File: config.mk
export PLATFORM = sky130hd
export DESIGN_NAME = l1_dir_ctrl
export DESIGN_NICKNAME = d
export VERILOG_FILES = /design/src/rtl/l1dir_pkg.sv /design/src/rtl/l1dir_store.sv /design/src/rtl/l1dir_pick.sv /design/src/rtl/l1_dir_ctrl.sv
export SDC_FILE = /design/constraint.sdc
export NUM_CORES = 1
export LEC_CHECK = 0
export ABC_AREA = 1
export BUFFER_PORTS_ARGS = -buffer_cell sky130_fd_sc_hd__buf_4
export CAP_MARGIN = 20
export CORE_ASPECT_RATIO = 0.8
export CORE_MARGIN = 2
export CORE_UTILIZATION = 64
export CTS_BUF_LIST = sky130_fd_sc_hd__clkbuf_4
export DETAILED_ROUTE_END_ITERATION = 10
export PLACE_DENSITY = 0.85
export SYNTH_ARGS = -nofsm -noshare
export SYNTH_HDL_FRONTEND = slang
export SYNTH_SLANG_ARGS = --single-unit
File: constraint.sdc
create_clock -name clk -period 2.57 [get_ports clk]
set_input_delay 0.1285 -clock clk [delete_from_list [all_inputs] [get_ports clk]]
set_output_delay 0.1285 -clock clk [all_outputs]
set_load 0.1 [all_outputs]
File: src/rtl/l1dir_pkg.sv
package l1dir_pkg;
  typedef enum logic [1:0] {
    PK_ACK     = 2'd0,
    PK_ACK_UPD = 2'd1,
    PK_INVAL   = 2'd2,
    PK_EVICT   = 2'd3
  } pkt_kind_e;

  typedef enum logic [2:0] {
    S_INIT, S_IDLE, S_RD, S_SETUP, S_EMIT
  } dir_state_e;
endpackage

File: src/rtl/l1dir_store.sv
module l1dir_store #(
  parameter int WIDTH = 8,
  parameter int DEPTH = 16,
  localparam int AW = $clog2(DEPTH)
) (
  input  logic             clk,
  input  logic             we,
  input  logic [AW-1:0]    waddr,
  input  logic [WIDTH-1:0] wdata,
  input  logic [AW-1:0]    raddr,
  output logic [WIDTH-1:0] rdata
);
  logic [WIDTH-1:0] mem [DEPTH];

  always_ff @(posedge clk) begin
    if (we) mem[waddr] <= wdata;
    rdata <= mem[raddr];
  end
endmodule

File: src/rtl/l1dir_pick.sv
module l1dir_pick #(
  parameter int N = 4,
  localparam int IW = $clog2(N)
) (
  input  logic [N-1:0]  mask,
  output logic [IW-1:0] first,
  output logic          any
);
  always_comb begin
    first = '0;
    for (int k = N - 1; k >= 0; k--) begin
      if (mask[k]) first = IW'(k);
    end
    any = |mask;
  end
endmodule

File: src/rtl/l1_dir_ctrl.sv
module l1_dir_ctrl
  import l1dir_pkg::*;
#(
  parameter int NUM_CORES = 4,
  parameter int LINES     = 16,
  localparam int CW = $clog2(NUM_CORES),
  localparam int IW = $clog2(LINES),
  localparam int WW = 2 * NUM_CORES
) (
  input  logic          clk,
  input  logic          rst,
  output logic          in_ready,
  input  logic          evict_valid,
  input  logic [IW-1:0] evict_idx,
  input  logic          req_valid,
  input  logic [CW-1:0] req_core,
  input  logic [1:0]    req_op,
  input  logic [IW-1:0] req_idx,
  output logic          pkt_valid,
  input  logic          pkt_ready,
  output logic [CW-1:0] pkt_core,
  output logic [1:0]    pkt_type,
  output logic          pkt_l1i,
  output logic          pkt_l1d,
  output logic [IW-1:0] pkt_idx
);
  dir_state_e state;
  logic [IW-1:0] clr_cnt;
  logic          ev_pend, st_pend;
  logic [IW-1:0] ev_idx, st_idx, cur_idx;
  logic [CW-1:0] st_core;
  logic [1:0]    st_op;
  logic [WW-1:0] held, rd_word, src_word, new_word, wdata;
  logic [NUM_CORES-1:0] pend, setup_mask, rem, scan, req_bit, src_d, src_i;
  logic [NUM_CORES-1:0] rd_d, rd_i;
  logic [CW-1:0] nxt_core;
  logic          nxt_any, we;
  logic [IW-1:0] waddr;
  logic [1:0]    nxt_type;
  logic          nxt_i, nxt_d;

  assign in_ready = (state == S_IDLE);
  assign cur_idx  = ev_pend ? ev_idx : st_idx;
  assign req_bit  = NUM_CORES'(1) << st_core;
  assign rd_d     = rd_word[NUM_CORES-1:0];
  assign rd_i     = rd_word[WW-1:NUM_CORES];

  // Directory update and packet set for the event at the head of the pipe.
  always_comb begin
    if (ev_pend) begin
      setup_mask = rd_d | rd_i;
      new_word   = '0;
    end else if (st_op[1]) begin
      setup_mask = rd_d | rd_i | req_bit;
      new_word   = {rd_i & req_bit, rd_d & req_bit};
    end else begin
      setup_mask = '0;
      new_word   = st_op[0] ? {rd_i, rd_d | req_bit} : {rd_i | req_bit, rd_d};
    end
  end

  assign we    = (state == S_INIT) || (state == S_SETUP);
  assign waddr = (state == S_INIT) ? clr_cnt : cur_idx;
  assign wdata = (state == S_INIT) ? '0 : new_word;

  l1dir_store #(.WIDTH(WW), .DEPTH(LINES)) u_store (
    .clk(clk), .we(we), .waddr(waddr), .wdata(wdata),
    .raddr(cur_idx), .rdata(rd_word)
  );

  assign src_word = (state == S_SETUP) ? rd_word : held;
  assign src_d    = src_word[NUM_CORES-1:0];
  assign src_i    = src_word[WW-1:NUM_CORES];
  assign rem      = pend & ~(NUM_CORES'(1) << pkt_core);
  assign scan     = (state == S_SETUP) ? setup_mask : rem;

  l1dir_pick #(.N(NUM_CORES)) u_pick (.mask(scan), .first(nxt_core), .any(nxt_any));

  always_comb begin
    nxt_i = src_i[nxt_core];
    nxt_d = src_d[nxt_core];
    if (ev_pend) begin
      nxt_type = PK_EVICT;
    end else if (nxt_core == st_core) begin
      nxt_type = src_d[nxt_core] ? PK_ACK_UPD : PK_ACK;
      nxt_i    = 1'b0;
      nxt_d    = 1'b0;
    end else begin
      nxt_type = PK_INVAL;
    end
  end

  always_ff @(posedge clk) begin
    if (rst) begin
      state     <= S_INIT;
      clr_cnt   <= '0;
      ev_pend   <= 1'b0;
      st_pend   <= 1'b0;
      ev_idx    <= '0;
      st_idx    <= '0;
      st_core   <= '0;
      st_op     <= '0;
      held      <= '0;
      pend      <= '0;
      pkt_valid <= 1'b0;
      pkt_core  <= '0;
      pkt_type  <= '0;
      pkt_l1i   <= 1'b0;
      pkt_l1d   <= 1'b0;
      pkt_idx   <= '0;
    end else begin
      case (state)
        S_INIT: begin
          clr_cnt <= clr_cnt + 1'b1;
          if (clr_cnt == IW'(LINES - 1)) state <= S_IDLE;
        end
        S_IDLE: begin
          if (evict_valid || req_valid) begin
            ev_pend <= evict_valid;
            ev_idx  <= evict_idx;
            st_pend <= req_valid;
            st_core <= req_core;
            st_op   <= req_op;
            st_idx  <= req_idx;
            state   <= S_RD;
          end
        end
        S_RD: state <= S_SETUP;
        S_SETUP, S_EMIT: begin
          if (state == S_SETUP) held <= rd_word;
          if (state == S_SETUP || pkt_ready) begin
            if (nxt_any) begin
              pend      <= scan;
              pkt_valid <= 1'b1;
              pkt_core  <= nxt_core;
              pkt_type  <= nxt_type;
              pkt_l1i   <= nxt_i;
              pkt_l1d   <= nxt_d;
              pkt_idx   <= cur_idx;
              state     <= S_EMIT;
            end else begin
              pkt_valid <= 1'b0;
              pend      <= '0;
              if (ev_pend) begin
                ev_pend <= 1'b0;
                state   <= st_pend ? S_RD : S_IDLE;
              end else begin
                st_pend <= 1'b0;
                state   <= S_IDLE;
              end
            end
          end
        end
        default: state <= S_IDLE;
      endcase
    end
  end
endmodule

==> results.json <==
{
  "synth_cell_type_count": 41,
  "cp_max_fo": 64,
  "syn-cell-area_sq_um": 7530,
  "grtUsageMet3_pct": 9.02,
  "cts_tree": "done",
  "drcViolationCount": 0,
  "dp_slack_ps": 313,
  "area_growth_pct": 12.5,
  "cp-startpoint": "ev_pend",
  "vias": 5752,
  "period_needed_ps": 2400,
  "dieArea_sq_um": 12600,
  "coreArea_sq_um": 11500,
  "relSlewSlack_pct": 35.6,
  "maxCapViolations": 0,
  "place_area_sq_um": 8020,
  "cts-htree-levels": 4,
  "cts_sinks": 180,
  "seq_area_frac_synth_pct": 64.9,
  "dp_hpwl_um": 12000,
  "start_util_pct": 65.6,
  "grt_use_met2_pct": 45.7,
  "insertion_delay_ps": 560,
  "hold_class": "primary input to flip-flop",
  "clockRootBuffer": "clkbuf_4",
  "crit_type": "flip-flop to flip-flop",
  "io_pins": 29,
  "grt_pass1_wl_um": 29000,
  "fillers": 758,
  "fmax_mhz": 417,
  "grt_usage_pct": 30.2,
  "cp-end-kind": "flip-flop",
  "fin_cells": 919,
  "synthCells": 694,
  "clk_pin_slew_ps": 150,
  "crit_arrival_ps": 2890,
  "drt-total-wl_um": 18400,
  "viasPerCell": 6.26,
  "endpoint": "u_store.rdata[7]",
  "worst_slack_ps": 174,
  "p_leak_nw": 3.34,
  "vdd_drop_max_uv": 544,
  "routedWlPerCell_um": 20.0,
  "die_y_um": 101,
  "cp.required_ps": 3070,
  "avgSynthCellArea_sq_um": 10.8,
  "synthArstFlopShare_pct": 0,
  "numPortBuffers": 28,
  "fp-row-count": 35,
  "outcome": "finished, final reports clean",
  "antenna_found_initial": 0,
  "rsz0062_at_grt": "false",
  "power_density_nw_per_um2": 589,
  "synth_compound_area_share_pct": 15.0,
  "drt_iter0_drc": 764,
  "synthMuxAreaShare_pct": 1.06,
  "post-route-period-util_pct": 93.2,
  "cts-buffers-inserted": 17,
  "globalRoute.totalOverflow": 0,
  "hold_violations": 0,
  "place_inst": 872,
  "postCtsSetupRepairBufs": 0,
  "antenna_left": 0,
  "place.gp.congestion": 0.919,
  "tns_ps": 0,
  "final_area_sq_um": 8470,
  "rrSetupSlack_ps": 170,
  "synth_edf_count": 128,
  "layout.nets": 776,
  "r2r-start": "ev_pend",
  "startpoint_type": "flip-flop",
  "synth_xor_area_share_pct": 0.116,
  "drv_slew": 0,
  "grt_max_degree": 65,
  "finalSetupViolCount": 0,
  "die_w_um": 125,
  "diodes": 0,
  "holdCritStartpoint": "evict_valid",
  "synth_top_family_by_area": "compound AO/OA/AOI/OAI gates",
  "reg2reg_depth": 8,
  "synth_fp_nets": 712,
  "worstReg2RegEnd": "u_store.rdata[7]",
  "top_usage_layer": "met2",
  "synth_fa_ha_area_share_pct": 0.166,
  "first_global_vias": 5497,
  "skew_ps": 29.0,
  "synthSimpleGateAreaFrac_pct": 14.6,
  "synth_seq_cells": 180,
  "cts_buffer_depth": 2,
  "drtPass1Iterations": 6,
  "tightest_slew_ps": 965,
  "grt_use_met1_pct": 43.4,
  "post_route_cells_drive_above_1_share_pct": 17.8,
  "yosys_most_used_dff": "edfxtp_1",
  "post_cts_resized": 0,
  "ys_warn_count": 0
}
==> power breakdown <==
group | internal [mW] | total [mW] | switching, mW
Sequential | 3.13 | 3.16 | 0.0321
Combinational | 0.0780 | 0.185 | 0.107
Clock | 0.699 | 1.63 | 0.936
Total | 3.91 | 4.98 | 1.07
==> state kept, by name, indices dropped and copies added, names as in the netlist, 3 cells and up <==
signal and cells:
st_idx 4, pend 4, pkt_idx 4, held 8, u_store.mem 128, clr_cnt 4
u_store.rdata 8, state 3, ev_idx 4
==> kinds of logic (layout without fill, tap and decap cells) <==
| logic type | after synthesis | after routing |
|---|---|---|
| XOR/XNOR | 1 | 1 |
| buffers and inverters | 72 | 149 |
| multiplexers | 8 | 8 |
| AO/OA/AOI/OAI | 188 | 188 |
| flip-flops | 180 | 180 |
| AND/OR/NAND/NOR | 244 | 244 |
| adder cells (fa/ha/maj) | 1 | 1 |
==> worst min path at each step <==
stage                             to  slack [ps]  cells past startpoint
final                        ev_pend         100                      5
after global routing         ev_pend         120                      5
after CTS                    ev_pend          20                      5
after detailed placement   ev_idx[0]         360                      3
after global placement     ev_idx[3]         350                      3
after floorplan           pkt_idx[0]         200                      1
==> worst max-delay path, cell delays in order (launching register included) <==
cell and delay [ps]:
dfxtp_1 390, inv_2 150, or2_2 140, nand2_2 100
inv_2 720, o21ai_0 180, o221ai_1 350, o211ai_1 190
nand2_1 100
==> final cells by class <==
type	instances	area, sq um	share of cell area [%]
timing repair buffer	78	623	7.36
clock buffer	19	143	1.68
inverter	39	146	1.73
sequential	180	4880	57.7
tap	148	185	2.19
clock inverter	13	151	1.79
multi-input combinational	442	2330	27.5
==> repair_timing <==
item | 4_1_cts | 5_1_grt
endpoints found under the setup margin | 0 | 0
hold buffers | 15 | 0
endpoints found under the hold margin | 38 | 0
==> synthesized netlist by cell type (5+ instances only) <==
cell type	n	area share [%]
nor2_1	135	6.7
dfxtp_1	52	14
edfxtp_1	128	51
nand2_1	61	3.0
nand3_1	22	1.5
inv_1	27	1.3
o211ai_1	17	1.7
o22ai_1	16	1.3
mux2i_1	8	1.1
buf_2	5	0.33
nand2_4	5	0.75
o221ai_1	16	1.9
o21ai_0	91	6.1
a31oi_1	5	0.42
a21oi_1	27	1.8
clkbuf_1	20	1.0
inv_2	12	0.60
a211oi_2	5	0.83
==> metal layers <==
| metal | share of wire [%] | wire length [um] |
|---|---|---|
| met3 | 12 | 2200 |
| met2 | 45 | 8340 |
| met4 | 1.1 | 205 |
| met5 | 0 | 0 |
| met1 | 42 | 7670 |
==> cells in the final DEF (no fill, tap or decap), drive strengths merged, types with 3 or more instances in the layout <==
cell type and count:
a211oi 9, a21oi 28, a31oi 5, buf 63
bufinv 3, clkbuf 19, clkinv 3, dfxtp 52
dlygate4sd3 15, edfxtp 128, inv 46, mux2i 8
nand2 69, nand3 25, nor2 142, o211ai 17
o21ai 96, o221ai 16, o22ai 16, or2 5
==> stage by stage <==
step	hold WS, ps	power [mW]	util [%]
CTS	24.9	4.98	73.8
global placement	354	3.38	69.9
finish	103	4.98	73.8
global route	116	5.12	73.8
floorplan	201	3.31	-
detailed placement	359	3.39	69.9
Power figures use the tool's default switching activity.
